===== config.mk =====
export PLATFORM = sky130hd
export DESIGN_NAME = ctrl_spi_regs
export DESIGN_NICKNAME = d
export VERILOG_FILES = /design/src/rtl/csr_spi_pkg.sv /design/src/rtl/csr_spi_frontend.sv /design/src/rtl/csr_event_regs.sv /design/src/rtl/csr_motion_acc.sv /design/src/rtl/ctrl_spi_regs.sv
export SDC_FILE = /design/constraint.sdc
export NUM_CORES = 1
export LEC_CHECK = 0
export BUFFER_PORTS_ARGS = -buffer_cell sky130_fd_sc_hd__buf_4
export CORE_MARGIN = 4
export CORE_UTILIZATION = 62
export CTS_BUF_LIST = sky130_fd_sc_hd__clkbuf_8
export CTS_CLUSTER_SIZE = 20
export DETAILED_ROUTE_END_ITERATION = 10
export PLACE_DENSITY_LB_ADDON = 0.1
export SLEW_MARGIN = 20
export SYNTH_ARGS = -nofsm -noshare
export SYNTH_HDL_FRONTEND = slang
export SYNTH_SLANG_ARGS = --single-unit

===== constraint.sdc =====
create_clock -name clk -period 2.75 [get_ports clk]
set_clock_uncertainty 0.2 [all_clocks]
set_input_delay 0.55 -clock clk [delete_from_list [all_inputs] [get_ports clk]]
set_output_delay 0.55 -clock clk [all_outputs]
set_load 0.01 [all_outputs]

===== src/rtl/csr_spi_pkg.sv =====
package csr_spi_pkg;
  localparam int BYTE_W       = 8;
  localparam int ADDR_W       = 4;
  localparam int EVT_N        = 5;
  localparam int MODE_W       = 7;
  localparam int CMD_RW_BIT   = 6;
  localparam int CMD_ADDR_LSB = 2;
  localparam int STATUS_LSB   = BYTE_W - EVT_N;
  localparam int IRQEN_LSB    = 2;
  localparam int MOT_WORDS    = 3;

  localparam logic [ADDR_W-1:0] A_STATUS = 4'd0;
  localparam logic [ADDR_W-1:0] A_MODE   = 4'd1;
  localparam logic [ADDR_W-1:0] A_IRQEN  = 4'd2;
  localparam logic [ADDR_W-1:0] A_MOTION = 4'd8;

  localparam logic [MODE_W-1:0] MODE_RST = 7'b0000100;

  typedef enum logic {PH_CMD, PH_DATA} phase_e;
endpackage


===== src/rtl/csr_spi_frontend.sv =====
module csr_spi_frontend #(
  parameter int SYNC_STAGES = 2,
  parameter int WORD_W      = 8
) (
  input  logic              clk,
  input  logic              rst_n,
  input  logic              sck,
  input  logic              ss_n,
  input  logic              mosi,
  input  logic              tx_load,
  input  logic [WORD_W-1:0] tx_word,
  output logic              active,
  output logic              byte_done,
  output logic [WORD_W-1:0] rx_word,
  output logic              miso
);
  localparam int CNT_W = $clog2(WORD_W);
  localparam logic [CNT_W-1:0] LAST_BIT = CNT_W'(WORD_W - 1);

  logic [SYNC_STAGES-1:0] sck_sr, ss_sr, mosi_sr;
  logic sck_s, ss_s, mosi_s, sck_prev, sck_fall;
  logic [CNT_W-1:0] bit_cnt;
  logic [WORD_W-1:0] rx_sr, tx_sr;

  // pin synchronizers
  always_ff @(posedge clk or negedge rst_n) begin
    if (!rst_n) begin
      sck_sr   <= '1;
      ss_sr    <= '1;
      mosi_sr  <= '0;
      sck_prev <= 1'b1;
    end else begin
      sck_sr   <= {sck_sr[SYNC_STAGES-2:0], sck};
      ss_sr    <= {ss_sr[SYNC_STAGES-2:0], ss_n};
      mosi_sr  <= {mosi_sr[SYNC_STAGES-2:0], mosi};
      sck_prev <= sck_s;
    end
  end

  assign sck_s    = sck_sr[SYNC_STAGES-1];
  assign ss_s     = ss_sr[SYNC_STAGES-1];
  assign mosi_s   = mosi_sr[SYNC_STAGES-1];
  assign active   = ~ss_s;
  assign sck_fall = active & sck_prev & ~sck_s;

  // receive side: capture on falling edges, word strobe one clock later
  always_ff @(posedge clk or negedge rst_n) begin
    if (!rst_n) begin
      bit_cnt   <= '0;
      rx_sr     <= '0;
      rx_word   <= '0;
      byte_done <= 1'b0;
    end else begin
      byte_done <= 1'b0;
      if (!active) begin
        bit_cnt <= '0;
        rx_sr   <= '0;
      end else if (sck_fall) begin
        rx_sr   <= {rx_sr[WORD_W-2:0], mosi_s};
        bit_cnt <= (bit_cnt == LAST_BIT) ? '0 : bit_cnt + 1'b1;
        if (bit_cnt == LAST_BIT) begin
          byte_done <= 1'b1;
          rx_word   <= {rx_sr[WORD_W-2:0], mosi_s};
        end
      end
    end
  end

  // transmit side: next bit appears after the edge the host sampled on
  always_ff @(posedge clk or negedge rst_n) begin
    if (!rst_n) begin
      tx_sr <= '0;
    end else if (!active) begin
      tx_sr <= '0;
    end else if (tx_load) begin
      tx_sr <= tx_word;
    end else if (sck_fall) begin
      tx_sr <= {tx_sr[WORD_W-2:0], 1'b0};
    end
  end

  assign miso = active & tx_sr[WORD_W-1];

  // a completed word always leaves the bit counter at its start
  p_word_aligned_r1: assert property (@(posedge clk) disable iff (!rst_n)
    byte_done |-> (bit_cnt == '0));
endmodule


===== src/rtl/csr_event_regs.sv =====
module csr_event_regs
  import csr_spi_pkg::*;
(
  input  logic              clk,
  input  logic              rst_n,
  input  logic [EVT_N-1:0]  evt,
  input  logic              clr_en,
  input  logic [EVT_N-1:0]  clr_mask,
  input  logic              wr_mode,
  input  logic              wr_irqen,
  input  logic [BYTE_W-1:0] wr_data,
  output logic [MODE_W-1:0] mode_q,
  output logic [EVT_N-1:0]  irqen_q,
  output logic [EVT_N-1:0]  status_q,
  output logic              irq_n
);
  logic [EVT_N-1:0] clr_vec;
  logic             data_msb_unused;

  assign data_msb_unused = wr_data[BYTE_W-1];

  always_comb begin
    clr_vec = clr_en ? clr_mask : '0;
  end

  always_ff @(posedge clk or negedge rst_n) begin
    if (!rst_n) begin
      mode_q   <= MODE_RST;
      irqen_q  <= '0;
      status_q <= '0;
      irq_n    <= 1'b1;
    end else begin
      status_q <= (status_q & ~clr_vec) | evt;
      if (wr_mode)  mode_q  <= wr_data[MODE_W-1:0];
      if (wr_irqen) irqen_q <= wr_data[IRQEN_LSB +: EVT_N];
      irq_n <= ~|(status_q & irqen_q);
    end
  end

  // status bits hold unless a clear is in progress
  p_status_sticky_r5: assert property (@(posedge clk) disable iff (!rst_n)
    !clr_en |=> ((status_q & $past(status_q)) == $past(status_q)));

  // every pulsed event is visible on the next cycle
  p_event_lands_r5: assert property (@(posedge clk) disable iff (!rst_n)
    (|evt) |=> ((status_q & $past(evt)) == $past(evt)));
endmodule


===== src/rtl/csr_motion_acc.sv =====
module csr_motion_acc
  import csr_spi_pkg::*;
(
  input  logic                     clk,
  input  logic                     rst_n,
  input  logic                     in_valid,
  output logic                     in_ready,
  input  logic signed [BYTE_W-1:0] dx,
  input  logic signed [BYTE_W-1:0] dy,
  input  logic                     hold,
  input  logic                     snap,
  input  logic                     clear,
  input  logic                     click_evt,
  output logic signed [BYTE_W-1:0] acc_x,
  output logic signed [BYTE_W-1:0] acc_y,
  output logic                     click_q
);
  localparam logic signed [BYTE_W-1:0] S_MAX = {1'b0, {(BYTE_W-1){1'b1}}};
  localparam logic signed [BYTE_W-1:0] S_MIN = {1'b1, {(BYTE_W-1){1'b0}}};

  logic take, click_snap;

  function automatic logic signed [BYTE_W-1:0] sat_add(
    input logic signed [BYTE_W-1:0] a,
    input logic signed [BYTE_W-1:0] b
  );
    logic signed [BYTE_W:0] s;
    s = {a[BYTE_W-1], a} + {b[BYTE_W-1], b};
    if (s[BYTE_W] != s[BYTE_W-1]) return s[BYTE_W] ? S_MIN : S_MAX;
    return s[BYTE_W-1:0];
  endfunction

  assign in_ready = ~hold;
  assign take     = in_valid & in_ready;

  always_ff @(posedge clk or negedge rst_n) begin
    if (!rst_n) begin
      acc_x      <= '0;
      acc_y      <= '0;
      click_q    <= 1'b0;
      click_snap <= 1'b0;
    end else begin
      if (snap) click_snap <= click_q;
      if (clear) begin
        acc_x   <= '0;
        acc_y   <= '0;
        click_q <= (click_q & ~click_snap) | click_evt;
      end else begin
        click_q <= click_q | click_evt;
        if (take) begin
          acc_x <= sat_add(acc_x, dx);
          acc_y <= sat_add(acc_y, dy);
        end
      end
    end
  end

  // a non-negative delta never lowers the X total (no wrap)
  p_x_no_wrap_up_r9: assert property (@(posedge clk) disable iff (!rst_n)
    (take && !dx[BYTE_W-1] && !clear) |=> (acc_x >= $past(acc_x)));

  // a negative delta never raises the Y total
  p_y_no_wrap_down_r9: assert property (@(posedge clk) disable iff (!rst_n)
    (take && dy[BYTE_W-1] && !clear) |=> (acc_y <= $past(acc_y)));
endmodule


===== src/rtl/ctrl_spi_regs.sv =====
module ctrl_spi_regs
  import csr_spi_pkg::*;
#(
  parameter int SYNC_STAGES = 2
) (
  input  logic              clk,
  input  logic              rst_n,
  input  logic              spi_sck,
  input  logic              spi_ss_n,
  input  logic              spi_mosi,
  output logic              spi_miso,
  input  logic              evt_click,
  input  logic              evt_move,
  input  logic              evt_transit,
  input  logic              evt_slice,
  input  logic              evt_readerr,
  input  logic              mot_valid,
  output logic              mot_ready,
  input  logic [BYTE_W-1:0] mot_dx,
  input  logic [BYTE_W-1:0] mot_dy,
  output logic [MODE_W-1:0] mode_ctrl,
  output logic [EVT_N-1:0]  irq_enable,
  output logic              irq_n
);
  localparam logic [1:0] LAST_MOT = 2'(MOT_WORDS - 1);

  logic              active, byte_done, tx_load;
  logic [BYTE_W-1:0] rx_word, tx_word, mot_hdr;
  logic              cmd_rd, cmd_done, data_done, nav_start, nav_clear, hold;
  logic [ADDR_W-1:0] cmd_addr;
  logic              wr_mode, wr_irqen, clr_en;
  logic [EVT_N-1:0]  status_q, status_snap, evt_vec;
  logic signed [BYTE_W-1:0] acc_x, acc_y;
  logic              click_q;
  logic              cmd_bits_unused;

  phase_e     ph;
  logic       is_read, nav_busy;
  logic [ADDR_W-1:0] addr_q;
  logic [1:0] didx;

  csr_spi_frontend #(.SYNC_STAGES(SYNC_STAGES), .WORD_W(BYTE_W)) u_front (
    .clk(clk), .rst_n(rst_n), .sck(spi_sck), .ss_n(spi_ss_n), .mosi(spi_mosi),
    .tx_load(tx_load), .tx_word(tx_word), .active(active),
    .byte_done(byte_done), .rx_word(rx_word), .miso(spi_miso)
  );

  assign cmd_rd          = rx_word[CMD_RW_BIT];
  assign cmd_addr        = rx_word[CMD_ADDR_LSB +: ADDR_W];
  assign cmd_bits_unused = ^{rx_word[BYTE_W-1], rx_word[CMD_ADDR_LSB-1:0]};
  assign cmd_done        = byte_done & active & (ph == PH_CMD);
  assign data_done       = byte_done & active & (ph == PH_DATA);
  assign nav_start       = cmd_done & cmd_rd & (cmd_addr == A_MOTION);
  assign hold            = nav_busy | nav_start;

  assign wr_mode   = data_done & ~is_read & (didx == 2'd0) & (addr_q == A_MODE);
  assign wr_irqen  = data_done & ~is_read & (didx == 2'd0) & (addr_q == A_IRQEN);
  assign clr_en    = data_done &  is_read & (didx == 2'd0) & (addr_q == A_STATUS);
  assign nav_clear = data_done &  is_read & (didx == LAST_MOT) & (addr_q == A_MOTION);

  assign mot_hdr = {2'b00, acc_y[BYTE_W-1], acc_x[BYTE_W-1], 1'b1, 2'b00, click_q};

  // word to present next on MISO
  always_comb begin
    tx_load = 1'b0;
    tx_word = '0;
    if (cmd_done && cmd_rd) begin
      tx_load = 1'b1;
      case (cmd_addr)
        A_STATUS: tx_word = {status_q, {STATUS_LSB{1'b0}}};
        A_MODE:   tx_word = {1'b0, mode_ctrl};
        A_IRQEN:  tx_word = {1'b0, irq_enable, {IRQEN_LSB{1'b0}}};
        A_MOTION: tx_word = mot_hdr;
        default:  tx_word = '0;
      endcase
    end else if (data_done && is_read && addr_q == A_MOTION && didx < LAST_MOT) begin
      tx_load = 1'b1;
      tx_word = (didx == 2'd0) ? acc_x : acc_y;
    end
  end

  // transaction sequencing
  always_ff @(posedge clk or negedge rst_n) begin
    if (!rst_n) begin
      ph          <= PH_CMD;
      is_read     <= 1'b0;
      addr_q      <= '0;
      didx        <= '0;
      nav_busy    <= 1'b0;
      status_snap <= '0;
    end else if (!active) begin
      ph       <= PH_CMD;
      didx     <= '0;
      nav_busy <= 1'b0;
    end else if (cmd_done) begin
      ph      <= PH_DATA;
      is_read <= cmd_rd;
      addr_q  <= cmd_addr;
      didx    <= '0;
      if (nav_start) nav_busy <= 1'b1;
      if (cmd_rd && cmd_addr == A_STATUS) status_snap <= status_q;
    end else if (data_done) begin
      if (didx != 2'd3) didx <= didx + 2'd1;
      if (nav_clear) nav_busy <= 1'b0;
    end
  end

  assign evt_vec = {evt_click, evt_move, evt_transit, evt_slice, evt_readerr};

  csr_event_regs u_regs (
    .clk(clk), .rst_n(rst_n), .evt(evt_vec), .clr_en(clr_en), .clr_mask(status_snap),
    .wr_mode(wr_mode), .wr_irqen(wr_irqen), .wr_data(rx_word),
    .mode_q(mode_ctrl), .irqen_q(irq_enable), .status_q(status_q), .irq_n(irq_n)
  );

  csr_motion_acc u_motion (
    .clk(clk), .rst_n(rst_n), .in_valid(mot_valid), .in_ready(mot_ready),
    .dx(mot_dx), .dy(mot_dy), .hold(hold), .snap(nav_start), .clear(nav_clear),
    .click_evt(evt_click), .acc_x(acc_x), .acc_y(acc_y), .click_q(click_q)
  );

  // configuration only moves on a completed word
  p_mode_needs_word_r11: assert property (@(posedge clk) disable iff (!rst_n)
    !byte_done |=> $stable(mode_ctrl));
  p_irqen_needs_word_r11: assert property (@(posedge clk) disable iff (!rst_n)
    !byte_done |=> $stable(irq_enable));
  // an open motion burst back-pressures the stream
  p_busy_stalls_r9: assert property (@(posedge clk) disable iff (!rst_n)
    nav_busy |-> !mot_ready);
endmodule


* Word-level counts from Yosys, hierarchy flattened
Index checks and enable logic that the tools add are counted.
Word-level totals: latch bits 0, bits of input ports 27, word-level logic and storage cells 140, memories kept 0, output and inout port bits 15, memory bits (read-only) 0, RAM bits 0, register bits 82
Cells by class: mux-type cells 46, bitwise logic cells 32, $lt $le $gt $ge 1, $mul 0, divide/modulo/power cells 0, add/subtract/negate cells 4, reduce and logical (&&, ||, !) cells 22, equality and inequality tests 12, shift operators 0
Operators by type and width (number):
- $mux W8 | 16
- $pmux W8 S4 | 1
- $and A1 B1 Y1 | 19
- $mux W1 | 19
- $add A8 B8 Y9 | 2
- $mux W6 | 2
- $reduce_bool A3 Y1 | 4
- $and A5 B5 Y5 | 2
- $mux W3 | 3
- $reduce_and A3 Y1 | 3
- $eq A4 B1 Y1 const B | 2
- $eq A4 B2 Y1 const B | 2
- $eq A4 B4 Y1 const B | 2
- $logic_not A4 Y1 | 2
- $mux W2 | 4
- $not A1 Y1 | 6
- $reduce_bool A2 Y1 | 3
- $logic_and A1 B1 Y1 | 5
- $mux W5 | 1
- $not A5 Y5 | 1
- $or A5 B5 Y5 | 1
- $reduce_or A5 Y1 | 1
- $reduce_and A2 Y1 | 2
- $add A3 B1 Y3 const B | 1
- 10 further kinds | 13

* Depth between registers and ports, before layout
word-level depth 13, gate-level depth with buffers 8, mapped depth without buffers 8

* Cells and area by module
Synthesis repeated with hierarchy kept, for this count alone.
Second synthesis, totals: cells, all modules 423, area total of the unflattened synthesis 4633.2 um2
By module, submodules not included:
- csr_motion_acc | cells an instance 149, area an instance 1511.4 um2, seq. area each 450.4 um2, instances 1
- csr_spi_frontend | cells an instance 119, area an instance 1411.4 um2, seq. area each 857.1 um2, instances 1
- ctrl_spi_regs | cells an instance 110, area an instance 1037.2 um2, seq. area each 350.3 um2, instances 1
- csr_event_regs | cells an instance 45, area an instance 673.1 um2, seq. area each 452.9 um2, instances 1

* Worst setup path after synthesis
No wires, ideal clock.
kind input-to-reg, from input port mot_dy[3], to register u_motion.acc_y[2], arrival time 2311 ps, data required time 2456 ps, cell stages on the path 7, setup time 94 ps, slack 145 ps, buffers on the path 0, cell sequence ha_1 -> a21oi_1 -> o22ai_1 -> o41ai_2 -> xor2_1 -> maj3_1 -> a211oi_1
On the way: cells in the longest elaborated chain, start to end 8, elaborated cells between the ends (all ways) 10, classes of those cells 1 x add/sub; 1 x eq/ne; 8 x mux
Ends and longest elaborated chain:
- from (decl) | line ctrl_spi_regs.sv:20 | input logic [BYTE_W-1:0] mot_dy,
- $add A8 B8 Y9 * | line csr_motion_acc.sv:28 | s = {a[BYTE_W-1], a} + {b[BYTE_W-1], b};
- $ne A1 B1 Y1 | line csr_motion_acc.sv:29 | if (s[BYTE_W] != s[BYTE_W-1]) return s[BYTE_W] ? S_MIN : S_MAX;
- $mux W1 | line csr_motion_acc.sv:29
- $mux W1 | line csr_motion_acc.sv:50 | if (take) begin
- $mux W1 | line csr_motion_acc.sv:44 | if (clear) begin
- $mux W8 * | line csr_motion_acc.sv:30 | return s[BYTE_W-1:0];
- $mux W8 * | line csr_motion_acc.sv:50
- $mux W8 * | line csr_motion_acc.sv:44
- to (signal assigned) | line csr_motion_acc.sv:52 | acc_y <= sat_add(acc_y, dy);
- to (decl) | line csr_motion_acc.sv:15 | output logic signed [BYTE_W-1:0] acc_y,
Mark *: on every way between the ends. The rest lies on a longest branch, timed or not. The select of a mux whose other input is x is not followed. A chain may end at the register's enable or synchronous reset.

* Worst setup path after layout
from register u_front.byte_done, to output port mot_ready
On the way: cells in the longest elaborated chain, start to end 6
Ends and longest elaborated chain:
- from (decl) | line csr_spi_frontend.sv:13 | output logic byte_done,
- from (signal assigned) | line csr_spi_frontend.sv:52 | byte_done <= 1'b0;
- from (signal assigned) | line csr_spi_frontend.sv:54 | byte_done <= 1'b0;
- from (signal assigned) | line csr_spi_frontend.sv:62 | byte_done <= 1'b1;
- $and A1 B1 Y1 (2 in a row) | line ctrl_spi_regs.sv:51 | assign cmd_done = byte_done & active & (ph == PH_CMD);
- $and A1 B1 Y1 (2 in a row) | line ctrl_spi_regs.sv:53 | assign nav_start = cmd_done & cmd_rd & (cmd_addr == A_MOTION);
- $or A1 B1 Y1 | line ctrl_spi_regs.sv:54 | assign hold = nav_busy | nav_start;
- $not A1 Y1 | line csr_motion_acc.sv:33 | assign in_ready = ~hold;
- to (decl) | line ctrl_spi_regs.sv:18 | output logic mot_ready,
Every way passes these cells.

==> reports/metrics.csv <==
stage,metric,value,unit
timing,final hold violation count,0,
timing,slew at the pin closest to its max-slew limit,643,ps
placement,post-DP HPWL,7200,um
timing,Pins Over Slew Limit,0,
cells_and_area,number of nets in the layout,552,
worst_setup_path,Worst setup startpoint,u_front.byte_done,
min_path,hold crit path type,input port to register,
detailed_routing,Routed WL per cell,16.1,um
synthesis,cell type with the highest aggregate area in the netlist,sky130_fd_sc_hd__dfrtp_1,
synthesis,flip-flop and latch count after synthesis,82,
floorplan,area of the core,0.00725,mm^2
synthesis,cells after synthesis,444,
detailed_routing,starting DRC count in detailed routing,157,
synthesis,Mapped Nets,494,
detailed_routing,router iterations before antenna repair,4,
power_and_ir_drop,pwr dens,750,mW/mm^2
timing,remaining max-slew budget at the tightest pin,56.9,%
global_routing,GRT Total Usage,23.6,%
global_routing,maximum number of pins on one net before global-route repair,45,
synthesis,summed instance area of the synthesized netlist,0.00464,mm^2
cells_and_area,number of diodes,0,
placement,post-placement setup slack,-50.8,ps
floorplan,effective utilization at floorplan,64.0,%
synthesis,number of unique standard cell types used by synthesis,66,
cells_and_area,number of fill cells,536,
job,max-cap violation count,0,
cts,number of buffers inserted during clock tree synthesis,9,
cts,maximum level of the CTS H-tree,3,
synthesis,adder and majority gate portion of the synthesized area,9.11,%
power_and_ir_drop,combinational share of power,41.6,%
worst_setup_path,startpoint of the lowest-slack register-to-register path,u_motion.acc_x[2],
placement,gpl congestion,0.825,
power_and_ir_drop,overall power consumption,4.03,mW
synthesis,Avg Inst Size Synth,10.5,um^2
detailed_routing,DRC errors left,0,
synthesis,combinational family with the most area after synthesis,simple AND/OR/NAND/NOR gates,
power_and_ir_drop,Clk pwr share,21.7,%
worst_setup_path,crit-path max FO,9,
power_and_ir_drop,switching share of total power,35.8,%
cts,clock transition at the registers of the reported paths,90,ps
synthesis,most instantiated flip-flop cell in the synthesis netlist,sky130_fd_sc_hd__dfrtp_1,
min_path,startpoint of the lowest-slack hold path,spi_mosi,
synthesis,area share of xor/xnor cells in the synthesized design,2.26,%
timing,Max Fclk,383,MHz
synthesis,leading cell type by number of instances after synthesis,sky130_fd_sc_hd__dfrtp_1,
cells_and_area,final cell area excluding filler cells,0.00538,mm^2
power_and_ir_drop,part of the power in registers,36.7,%
floorplan,Chip Height,94.5,um
timing,post-layout min period,2610,ps
global_routing,via count of the first global-routing pass,3439,
global_routing,number of antenna violations at the first check in global routing,0,
worst_setup_path,nature of the critical path endpoint,primary output,
synthesis,Simple-Gate Fraction of Synth Area,16.1,%
status,outcome,completed,
synthesis,"EDFF count, synth",0,
synthesis,compound-gate portion of the synthesized area,15.5,%
cts,clock sink count,82,
detailed_routing,via count normalized by instance count,5.84,
worst_setup_path,kind of start point of the critical path,register,
floorplan,number of top-level pins,42,
floorplan,die area,0.00894,mm^2
timing,final worst setup slack,136,ps
synthesis,ys async rst share,100,%
synthesis,share of synthesized area spent on multiplexers,9.62,%
synthesis,"top cells by area, synth","sky130_fd_sc_hd__dfrtp_1 40%, sky130_fd_sc_hd__mux2_2 7.0%, sky130_fd_sc_hd__ha_1 5.7%",
cells_and_area,layout cell share with drive strength beyond 1,26.6,%
worst_setup_path,CP Data Required Time,2000,ps
global_routing,GRT overflow,0,
power_and_ir_drop,net switching power,1.45,mW
detailed_routing,via count,3542,
cts,insertion delay of the later-clocked pin in the worst-skew pair,360,ps
detailed_routing,final antenna-violating net count,0,
placement,Post-Place Cell Area,0.00515,mm^2
floorplan,count of standard-cell rows,31,
global_routing,global-route wire length before repair,16500,um
timing,final clock period utilization by the worst path,95.1,%
floorplan,die width,94.5,um
power_and_ir_drop,leakage power figure,2.44,nW
cts,Clock Path Buffers,2,
synthesis,list of most frequent post-synthesis cells,"75 x sky130_fd_sc_hd__dfrtp_1, 39 x sky130_fd_sc_hd__nand2_1, 36 x sky130_fd_sc_hd__nor2_1",
cells_and_area,synth-to-layout area growth,15.9,%
power_and_ir_drop,"IR drop worst, VDD",0.651,mV
placement,IO Port Bufs,41,
detailed_routing,total length of routed wires,9750,um
timing,final setup violating endpoints,0,
worst_setup_path,arrival time at the worst endpoint,1860,ps
power_and_ir_drop,internal portion of total power,2.59,mW
synthesis,number of warnings reported in the yosys synthesis log,0,
worst_setup_path,Crit Path Category,register to primary output,
synthesis,part of the Yosys area used for sequential elements,44.4,%
synthesis,share of the synthesized area in the top cell type,40.4,%
cts,clock tree from TritonCTS,yes,
cts,clock root buffer master,sky130_fd_sc_hd__clkbuf_8,
[final cells by class]
class / count / area (um^2) / share of cell area (%)
multi-input combinational: 331 / 2450 / 45.5
sequential: 82 / 2060 / 38.3
timing repair buffer: 64 / 495 / 9.21
clock buffer: 9 / 124 / 2.30
tap: 99 / 124 / 2.30
clock inverter: 7 / 77.6 / 1.44
inverter: 14 / 52.6 / 0.977
[per-layer routing]
layer	routed length [um]	vias up	part of all wire [%]	track usage, %
li1	-	1735	-	-
met1	4530	1730	46	32.6
met2	4730	64	49	37.3
met3	339	13	3.5	5.26
met4	150	0	1.5	7.57
met5	0	-	0	0
[worst max-delay path, stage by stage (launching register included)]
cell,delay [ps]
sky130_fd_sc_hd__dfrtp_1,500
sky130_fd_sc_hd__nor3b_4,350
sky130_fd_sc_hd__nand2_2,200
sky130_fd_sc_hd__nor3_4,240
sky130_fd_sc_hd__nor2_1,70
sky130_fd_sc_hd__buf_4,140
[power by group through the flow]
stage | Combinational (mW) | Clock, mW | Sequential, mW
floorplan | 1.25 | 0 | 1.43
global placement | 1.61 | 0 | 1.50
detailed placement | 1.66 | 0 | 1.50
CTS | 1.67 | 0.901 | 1.48
global route | 1.89 | 0.937 | 1.50
finish | 1.68 | 0.876 | 1.48
[stage by stage]
stage	cells	hold WS, ps	TNS (ps)	util, %
after floorplan	444	54.4	0	-
after global placement	586	134	-19.4	71.0
after detailed placement	586	136	-168	71.0
after CTS	603	70.6	0	73.9
after global routing	606	76.3	-5.38	74.2
final	606	87.5	0	74.2
[state kept, by name, indices dropped and copies added, names as in the netlist, 2 cells and up]
name             cells
u_front.tx_sr        8
u_regs.irqen_q       5
u_motion.acc_y       8
u_front.rx_word      7
u_motion.acc_x       8
u_regs.mode_q        7
u_front.rx_sr        6
addr_q               4
u_front.mosi_sr      2
u_front.sck_sr       2
u_regs.status_q      5
status_snap          5
didx                 2
u_front.bit_cnt      3
u_front.ss_sr        2
[placed cells by master (no fill, tap or decap), types with 10 or more instances in the layout]
cell type                  count
sky130_fd_sc_hd__a211oi_1     16
sky130_fd_sc_hd__a21o_1       10
sky130_fd_sc_hd__a21oi_1      32
sky130_fd_sc_hd__buf_4        62
sky130_fd_sc_hd__dfrtp_1      75
sky130_fd_sc_hd__ha_1         21
sky130_fd_sc_hd__inv_1        14
sky130_fd_sc_hd__maj3_1       12
sky130_fd_sc_hd__mux2_2       29
sky130_fd_sc_hd__mux2i_1      12
sky130_fd_sc_hd__nand2_1      39
sky130_fd_sc_hd__nor2_1       36
sky130_fd_sc_hd__o21ai_0      16
[kinds of logic after synthesis]
group	Yosys count
simple gates	136
compound gates	107
flops	82
mux	41
fa+ha+maj	35
buf+inv	31
xor+xnor	12
[worst paths after layout]
kind	to	slack [ps]	cells after the start
setup / recovery	mot_ready	140	5
setup reg to reg	u_motion.acc_x[4]	210	7
hold / removal	u_front.mosi_sr[0]	90	1
max in group asynchronous	u_regs.mode_q[2]	1180	3
hold reg to reg	u_front.mosi_sr[1]	150	0
min in group asynchronous	u_motion.acc_x[6]	500	2
[what timing repair did]
action                                  4_1_cts  5_1_grt
endpoints found under the setup margin        0        2
resized for setup                             0        1
hold buffers                                  1        0
endpoints found under the hold margin        37        0
buffers inserted                              0        3
Power figures use the tool's default switching activity.
